`src/rtl/dcmd_port.sv`:
```
module dcmd_port #(
  parameter int HALF = 2,
  parameter int DW   = 8
) (
  input  logic          clk,
  input  logic          rst_n,
  input  logic          enter_req,
  input  logic          exit_req,
  input  logic          mode_wr,
  input  logic [2:0]    mode_wdata,
  output logic [2:0]    rd_mode,
  output logic          dmode,
  input  logic          tx_wr,
  input  logic [DW-1:0] tx_data,
  output logic [DW-1:0] rx_data,
  output logic          busy,
  input  logic          mem_req,
  output logic          mem_fwd,
  output logic          mem_err,
  input  logic          clr_wr,
  input  logic [1:0]    clr_mask,
  output logic [1:0]    status,
  output logic          sck,
  output logic          cs_n,
  output logic          mosi,
  input  logic          miso
);
  localparam int DVW = (HALF > 1) ? $clog2(HALF) : 1;
  localparam int BW  = $clog2(DW) + 1;
  localparam logic [DVW-1:0] DIV_LAST = DVW'(HALF - 1);
  localparam logic [BW-1:0]  BIT_LAST = BW'(DW - 1);

  logic [DVW-1:0] div;
  logic [BW-1:0]  bitn;
  logic [DW-1:0]  sh;
  logic           cap;
  logic           err;

  wire leave = exit_req & ~enter_req;
  wire start = tx_wr & dmode & ~busy & ~leave;
  wire tick  = busy & (div == DIV_LAST);

  assign cs_n    = ~dmode;
  assign mosi    = busy & sh[DW-1];
  assign mem_err = mem_req & dmode;
  assign mem_fwd = mem_req & ~dmode;
  assign status  = {err, busy};

  always_ff @(posedge clk or negedge rst_n) begin
    if (!rst_n) begin
      dmode   <= 1'b0;
      rd_mode <= 3'b000;
    end else if (enter_req) begin
      dmode   <= 1'b1;
      rd_mode <= 3'b000;
    end else begin
      if (exit_req) dmode <= 1'b0;
      if (mode_wr)  rd_mode <= mode_wdata;
    end
  end

  always_ff @(posedge clk or negedge rst_n) begin
    if (!rst_n) begin
      busy    <= 1'b0;
      sck     <= 1'b0;
      div     <= '0;
      bitn    <= '0;
      sh      <= '0;
      cap     <= 1'b0;
      rx_data <= '0;
    end else if (leave) begin
      busy <= 1'b0;
      sck  <= 1'b0;
      div  <= '0;
    end else if (start) begin
      busy <= 1'b1;
      sck  <= 1'b0;
      div  <= '0;
      bitn <= '0;
      sh   <= tx_data;
    end else if (busy) begin
      if (!tick) begin
        div <= div + 1'b1;
      end else begin
        div <= '0;
        sck <= ~sck;
        if (!sck) begin
          cap <= miso;
        end else begin
          sh   <= {sh[DW-2:0], cap};
          bitn <= bitn + 1'b1;
          if (bitn == BIT_LAST) begin
            busy    <= 1'b0;
            rx_data <= {sh[DW-2:0], cap};
          end
        end
      end
    end
  end

  always_ff @(posedge clk or negedge rst_n) begin
    if (!rst_n)                      err <= 1'b0;
    else if (mem_req && dmode)       err <= 1'b1;
    else if (clr_wr && clr_mask[1])  err <= 1'b0;
  end

  AST_CS_WHILE_BUSY: assert property (@(posedge clk) disable iff (!rst_n)
    busy |-> !cs_n);
  AST_SCK_IDLE_LOW: assert property (@(posedge clk) disable iff (!rst_n)
    !busy |-> !sck);
  AST_START_FROM_WRITE: assert property (@(posedge clk) disable iff (!rst_n)
    $rose(busy) |-> $past(tx_wr) && $past(dmode));
  AST_ENTER_FORCES: assert property (@(posedge clk) disable iff (!rst_n)
    enter_req |=> dmode && rd_mode == 3'b000);
  AST_EXIT_KEEPS_MODE: assert property (@(posedge clk) disable iff (!rst_n)
    exit_req && !enter_req && !mode_wr |=> !dmode && cs_n && $stable(rd_mode));
  AST_ERR_STICKY: assert property (@(posedge clk) disable iff (!rst_n)
    mem_req && dmode |=> status[1]);
  AST_REQ_EXCLUSIVE: assert property (@(posedge clk) disable iff (!rst_n)
    !(mem_fwd && mem_err));
endmodule

```
`config.mk`:
```
export PLATFORM = sky130hd
export DESIGN_NAME = dcmd_port
export DESIGN_NICKNAME = d
export VERILOG_FILES = /design/src/rtl/dcmd_port.sv
export SDC_FILE = /design/constraint.sdc
export NUM_CORES = 1
export LEC_CHECK = 0
export ABC_AREA = 1
export BUFFER_PORTS_ARGS = -buffer_cell sky130_fd_sc_hd__buf_4
export CAP_MARGIN = 30
export CORE_MARGIN = 10
export CORE_UTILIZATION = 40
export CTS_BUF_LIST = sky130_fd_sc_hd__clkbuf_2
export DETAILED_ROUTE_END_ITERATION = 10
export PLACE_DENSITY = 0.74
export SLEW_MARGIN = 20
export SYNTH_ARGS = -nofsm -noshare
export SYNTH_HDL_FRONTEND = slang
export SYNTH_SLANG_ARGS = --single-unit
export TNS_END_PERCENT = 5
```
`constraint.sdc`:
```
create_clock -name clk -period 1.33 [get_ports clk]
set_clock_uncertainty 0.1 [all_clocks]
set_input_delay 0 -clock clk [delete_from_list [all_inputs] [get_ports clk]]
set_output_delay 0 -clock clk [all_outputs]
set_load 0.02 [all_outputs]
```
# After elaboration in Yosys (flattened, before gate mapping)
# Cells that the tools add are included.
# W data, S select, Z words.
totals:
  wordCells: 69
  rom_bits: 0
  mem_bits_rw: 0
  regBits: 29
  output_inout_bits: 20
  in_bits: 22
  mem_count: 0
  latchBits: 0
op_classes:
  n_shift: 0
  eq_ne: 1
  order_cmp: 0
  mul: 0
  div_mod_pow: 0
  muxes: 28
  bitwise: 14
  n_addsub: 2
  reduce_logical: 14
ops:
  columns: ["operator", "n"]
  rows:
  - ["$mux W8", 4]
  - ["$mux W1", 18]
  - ["$mux W4", 4]
  - ["$reduce_bool A2 Y1", 6]
  - ["$and A1 B1 Y1", 8]
  - ["$mux W3", 2]
  - ["$not A1 Y1", 6]
  - ["$reduce_and A6 Y1", 1]
  - ["$reduce_bool A3 Y1", 2]
  - ["$reduce_and A5 Y1", 1]
  - ["$add A4 B1 Y4 const B", 1]
  - ["$eq A4 B3 Y1 const B", 1]
  - ["$reduce_and A4 Y1", 1]
  - ["$logic_and A1 B1 Y1", 2]
  - ["$reduce_and A2 Y1", 1]
  - ["$add A1 B1 Y1 const B", 1]

# Depth between registers and ports, before layout
depth:
  ltp_word: 7
  ltp_mapped: 8
  mapped_depth_nobuf: 7

# Worst setup path before layout
# Ideal clock, no wire load.
synth_timing:
  kind: "register -> register"
  startpoint: "register busy"
  endpoint: "register bitn[1]"
  required_ps: 1114
  path_stages_with_launch: 8
  synth_period_minus_slack_ps: 1360
  setup_time_ps: 116
  t_arrival_ps: 1144
  n_path_buf: 2
  path_slack_ps: -30
  path_cell_list: "dfrtp_1 -> buf_6 -> nand3_4 -> nand2_2 -> nand2_4 -> buf_6 -> nand2_1 -> nand2_1"
synth_between:
  elab_chain_cells: 5
  elab_cells_between_ends: 9
  classes_between: "1 x mux; 4 x bitwise; 4 x reduce/logical"
synth_lines:
  columns: ["item", "line", "text"]
  rows:
  - ["from (decl)", "16", "output logic busy,"]
  - ["from (signal assigned)", "64", "busy <= 1'b0;"]
  - ["from (signal assigned)", "72", "busy <= 1'b0;"]
  - ["from (signal assigned)", "76", "busy <= 1'b1;"]
  - ["$not A1 Y1", "40", "wire start = tx_wr & dmode & ~busy & ~leave;"]
  - ["$and A1 B1 Y1 (2 in a row)", "40", null]
  - ["$reduce_bool A2 Y1 (no line)", null, null]
  - ["$reduce_and A4 Y1 (no line)", null, null]
  - ["to (signal assigned)", "91", "bitn <= bitn + 1'b1;"]
  - ["to (decl)", "34", "logic [BW-1:0] bitn;"]
# Several ways; a longest one is shown, not always the timed one.
# A chain may end at the register's enable or synchronous reset.

# Worst setup path after layout
layout_timing:
  startpoint: "register busy"
  endpoint: "output mosi"
layout_between:
  elab_chain_cells: 1
layout_lines:
  columns: ["item", "line", "text"]
  rows:
  - ["$and A1 B1 Y1", "44", "assign mosi = busy & sh[DW-1];"]
  - ["to (decl)", "25", "output logic mosi,"]
# Every way passes these cells.

==> summary.txt <==
Yosys
  – Cell taking the most area after synthesis: sky130_fd_sc_hd__dfrtp_1
  – Mean Syn Cell Area: around 8.4 sq um
  – Top cells by instance count after synthesis: sky130_fd_sc_hd__nand2_1 (71), sky130_fd_sc_hd__dfrtp_1 (29), sky130_fd_sc_hd__nand3_1 (22), sky130_fd_sc_hd__inv_1 (14), sky130_fd_sc_hd__o21ai_0 (7)
  – Number of enable-type register cells in the synthesized netlist: 0
  – Post-synth top area share: 0.499
  – Leading register cell type out of synthesis: sky130_fd_sc_hd__dfrtp_1
  – Register area share after synthesis: 0.499
  – Syn Inst Count: between 150 and 200
  – Most frequently used cell type in the post-synthesis netlist: sky130_fd_sc_hd__nand2_1
  – Post-synth cell types: 21
  – Net count of the mapped netlist: 196
  – Leading post-synthesis cells by cell area: sky130_fd_sc_hd__dfrtp_1 (50%), sky130_fd_sc_hd__nand2_1 (18%), sky130_fd_sc_hd__nand3_1 (7.6%)
  – Syn. warnings: 0
  – Syn Std Cell Area: between 1000 and 1500 sq um
  – Post-synthesis async set-or-reset flop share: 1.00
  – Number of storage elements in the synthesis netlist: 29

Clock network
  – Maximum level of the CTS H-tree: 2
  – Setup Buffers After CTS: 0
  – Library cell used as clock root buffer: sky130_fd_sc_hd__clkbuf_2
  – Clock buffers created by TritonCTS: 5
  – Clock tree from TritonCTS: done
  – CTS sink count: 29
  – Reg clk slew, reported paths: roughly 160 ps
  – Later-pin clock latency in the skew report: around 350 ps
  – Maximum buffer depth of the clock tree: 2

STA
  – Maximum clock frequency: approximately 750 MHz
  – Total setup violations reported at the end of the flow: 0
  – Setup ws final: ~1.9 ps
  – RSZ-0062 raised after global routing: yes
  – Final Hold Fails: 0
  – Tmin final: between 1000 and 1500 ps
  – Worst slew margin relative to its limit: 0.756
  – Final cycle utilization of the critical path: 0.999
  – Count of pins over their slew limit: 0
  – Slew of the pin with the lowest slew margin: between 300 and 400 ps

Floorplan
  – Height of the die: between 80 and 90 microns
  – Number of I/O pins: 42
  – Core region area: roughly 3400 sq um
  – Number of core rows: 21
  – Die area: between 6000 and 7000 sq um
  – Initial Utilization: 0.426
  – DIE WIDTH: 80.3 microns

Placed design
  – Number of cells in the design after placement: about 260
  – Weighted congestion at the end of routability-driven global placement: 0.767
  – Placement-stage worst setup slack: -14.6 ps
  – HPWL after detailed placement: ~2500 microns
  – Buffers added on ports: 40
  – Post-Place Cell Area: between 1500 and 2000 sq um

Critical path
  – Cells on worst reg2reg path: 7
  – Worst path depth: 4
  – Most prevalent standard cell on the critical path: sky130_fd_sc_hd__buf_6
  – Endpoint type of the worst setup path: output pin
  – CP delay by family, top: flip-flops
  – Element type at the critical path start: flop
  – Total buffers and inverters traversed by the critical path: 3
  – Required time worst endpoint: 1230 ps
  – Critical path peak fanout: 5
  – Cell-by-cell trace of the critical path: buf_6, nand2_2, inv_2, buf_6
  – Delay of the slowest cell on the worst path: around 520 ps
  – Reg2Reg Launch Point: busy
  – Slowest-stage cell, CP: sky130_fd_sc_hd__dfrtp_2
  – Critical setup path kind: flop to output pin
  – Critical Path Start: busy
  – Critical Path AT: ~1200 ps

Routing
  – Detail-routed via count per cell: about 4.7
  – First-pass DRT Iterations: 4
  – Routed wire length: between 3000 and 4000 microns
  – Total via count in the routed design: 1372
  – Average wire per standard cell: about 13 microns
  – Initial DRC count: 63
  – Number of DRC violations after detailed routing: 0
  – Post-DRT Antenna Nets: 0

Final layout
  – Filler instances: about 280
  – Layout Area Growth over Synthesis: 52.8%
  – Final standard cell utilization of the core: 0.650
  – Area of all placed cells without fillers: about 2200 sq um
  – Number of nets in the layout: 270
  – Count of non-filler cells in the finished layout: roughly 290
  – Final antenna diode count: 0
  – Fraction of layout instances using a drive strength above 1: 0.319

Worst hold path
  – WHS Path Cells: 3
  – Hold Path Class: primary input to flop
  – Beginning of the worst hold path: exit_req

Power
  – Pwr Density: roughly 1200 nW/um^2
  – Pleak: ~0.0012 uW
  – Peak ir drop on the vdd network: between 0.001 and 0.0015 V

Global routing
  – Overflow after GRT: 0
  – Global-route wire length before repair: around 6300 microns
  – Via count of the first global-routing pass: about 1300
  – Largest net degree at the start of global routing: 30
  – Number of antenna violations at the first check in global routing: 0
  – Overall routing resource usage: 0.124

Run
  – Max Cap Viol: 0

Run status
  – Result of the run: finished, final reports clean
## stage by stage
stage	total power [uW]	hold slack (ps)	TNS [ps]
6_report	2650	314	0
2_1_floorplan	1670	-396	0
3_5_place_dp	1930	-154	-14.6
4_1_cts	2630	267	-28.5
5_1_grt	2830	308	-531
3_3_place_gp	1920	-156	0
## cell families after synthesis
family          share of synthesized area
buf+inv                            0.0800
fa+ha+maj                         0.00860
simple gates                        0.361
xor+xnor                           0.0121
compound gates                     0.0387
flops                               0.499
## routing by layer
layer  wire length [microns]  share of wire  GRT usage
met5                       0              0          0
met4                      66          0.018     0.0493
met3                     185          0.049     0.0423
met2                    2000           0.53      0.201
met1                    1510           0.40      0.145
## where the power goes
part           internal (uW)  switching [uW]
Clock                    321             313
Combinational            376             421
Sequential              1060             163
## path summary, 6_finish.rpt
kind	end	slack [ps]
min reg2reg	err	390
min in group asynchronous	rx_data[3]	510
max in group asynchronous	busy	330
max	mosi	2
min	dmode	310
max reg2reg	sh[4]	40
## area by class of cell
type	count	area (sq um)	share of cell area
Clock inverter	2	33.8	0.0152
Timing Repair Buffer	73	648	0.292
Tap cell	46	57.6	0.0259
Multi-Input combinational cell	121	653	0.294
Sequential cell	29	727	0.327
Clock buffer	6	30.0	0.0135
Inverter	17	71.3	0.0321
## registers in the layout, summed over array words and instances (netlist names)
name     flops
rx_data      8
sh           8
bitn         4
rd_mode      3
busy         1
cap          1
div          1
dmode        1
err          1
sck          1
## worst reg2reg max path: cells and delay by family, from the launching register on
family                 cells  cell delay, ps
buffers and inverters      2             200
DFF                        1             520
and+or+nand+nor            5             410
## timing repair
item	4_1_cts	5_1_grt
endpoints found under the hold margin	53	0
setup endpoints to repair	14	24
cloned	0	0
hold buffers	24	0
resized for setup	4	14
## layout by cell type (no fill, tap or decap), types with 2 or more instances in the layout
| cell | Yosys | routed |
|---|---|---|
| sky130_fd_sc_hd__buf_12 | 0 | 2 |
| sky130_fd_sc_hd__buf_4 | 4 | 43 |
| sky130_fd_sc_hd__buf_6 | 2 | 4 |
| sky130_fd_sc_hd__clkbuf_2 | 0 | 6 |
| sky130_fd_sc_hd__dfrtp_1 | 29 | 28 |
| sky130_fd_sc_hd__dlygate4sd3_1 | 0 | 24 |
| sky130_fd_sc_hd__inv_1 | 14 | 12 |
| sky130_fd_sc_hd__inv_2 | 3 | 4 |
| sky130_fd_sc_hd__nand2_1 | 71 | 69 |
| sky130_fd_sc_hd__nand2_2 | 2 | 2 |
| sky130_fd_sc_hd__nand2_4 | 4 | 5 |
| sky130_fd_sc_hd__nand3_1 | 22 | 21 |
| sky130_fd_sc_hd__nand3_4 | 1 | 2 |
| sky130_fd_sc_hd__nor2_1 | 3 | 2 |
| sky130_fd_sc_hd__nor2_8 | 2 | 2 |
| sky130_fd_sc_hd__o21ai_0 | 7 | 7 |
| sky130_fd_sc_hd__xor2_1 | 2 | 2 |
Power figures use the tool's default switching activity.
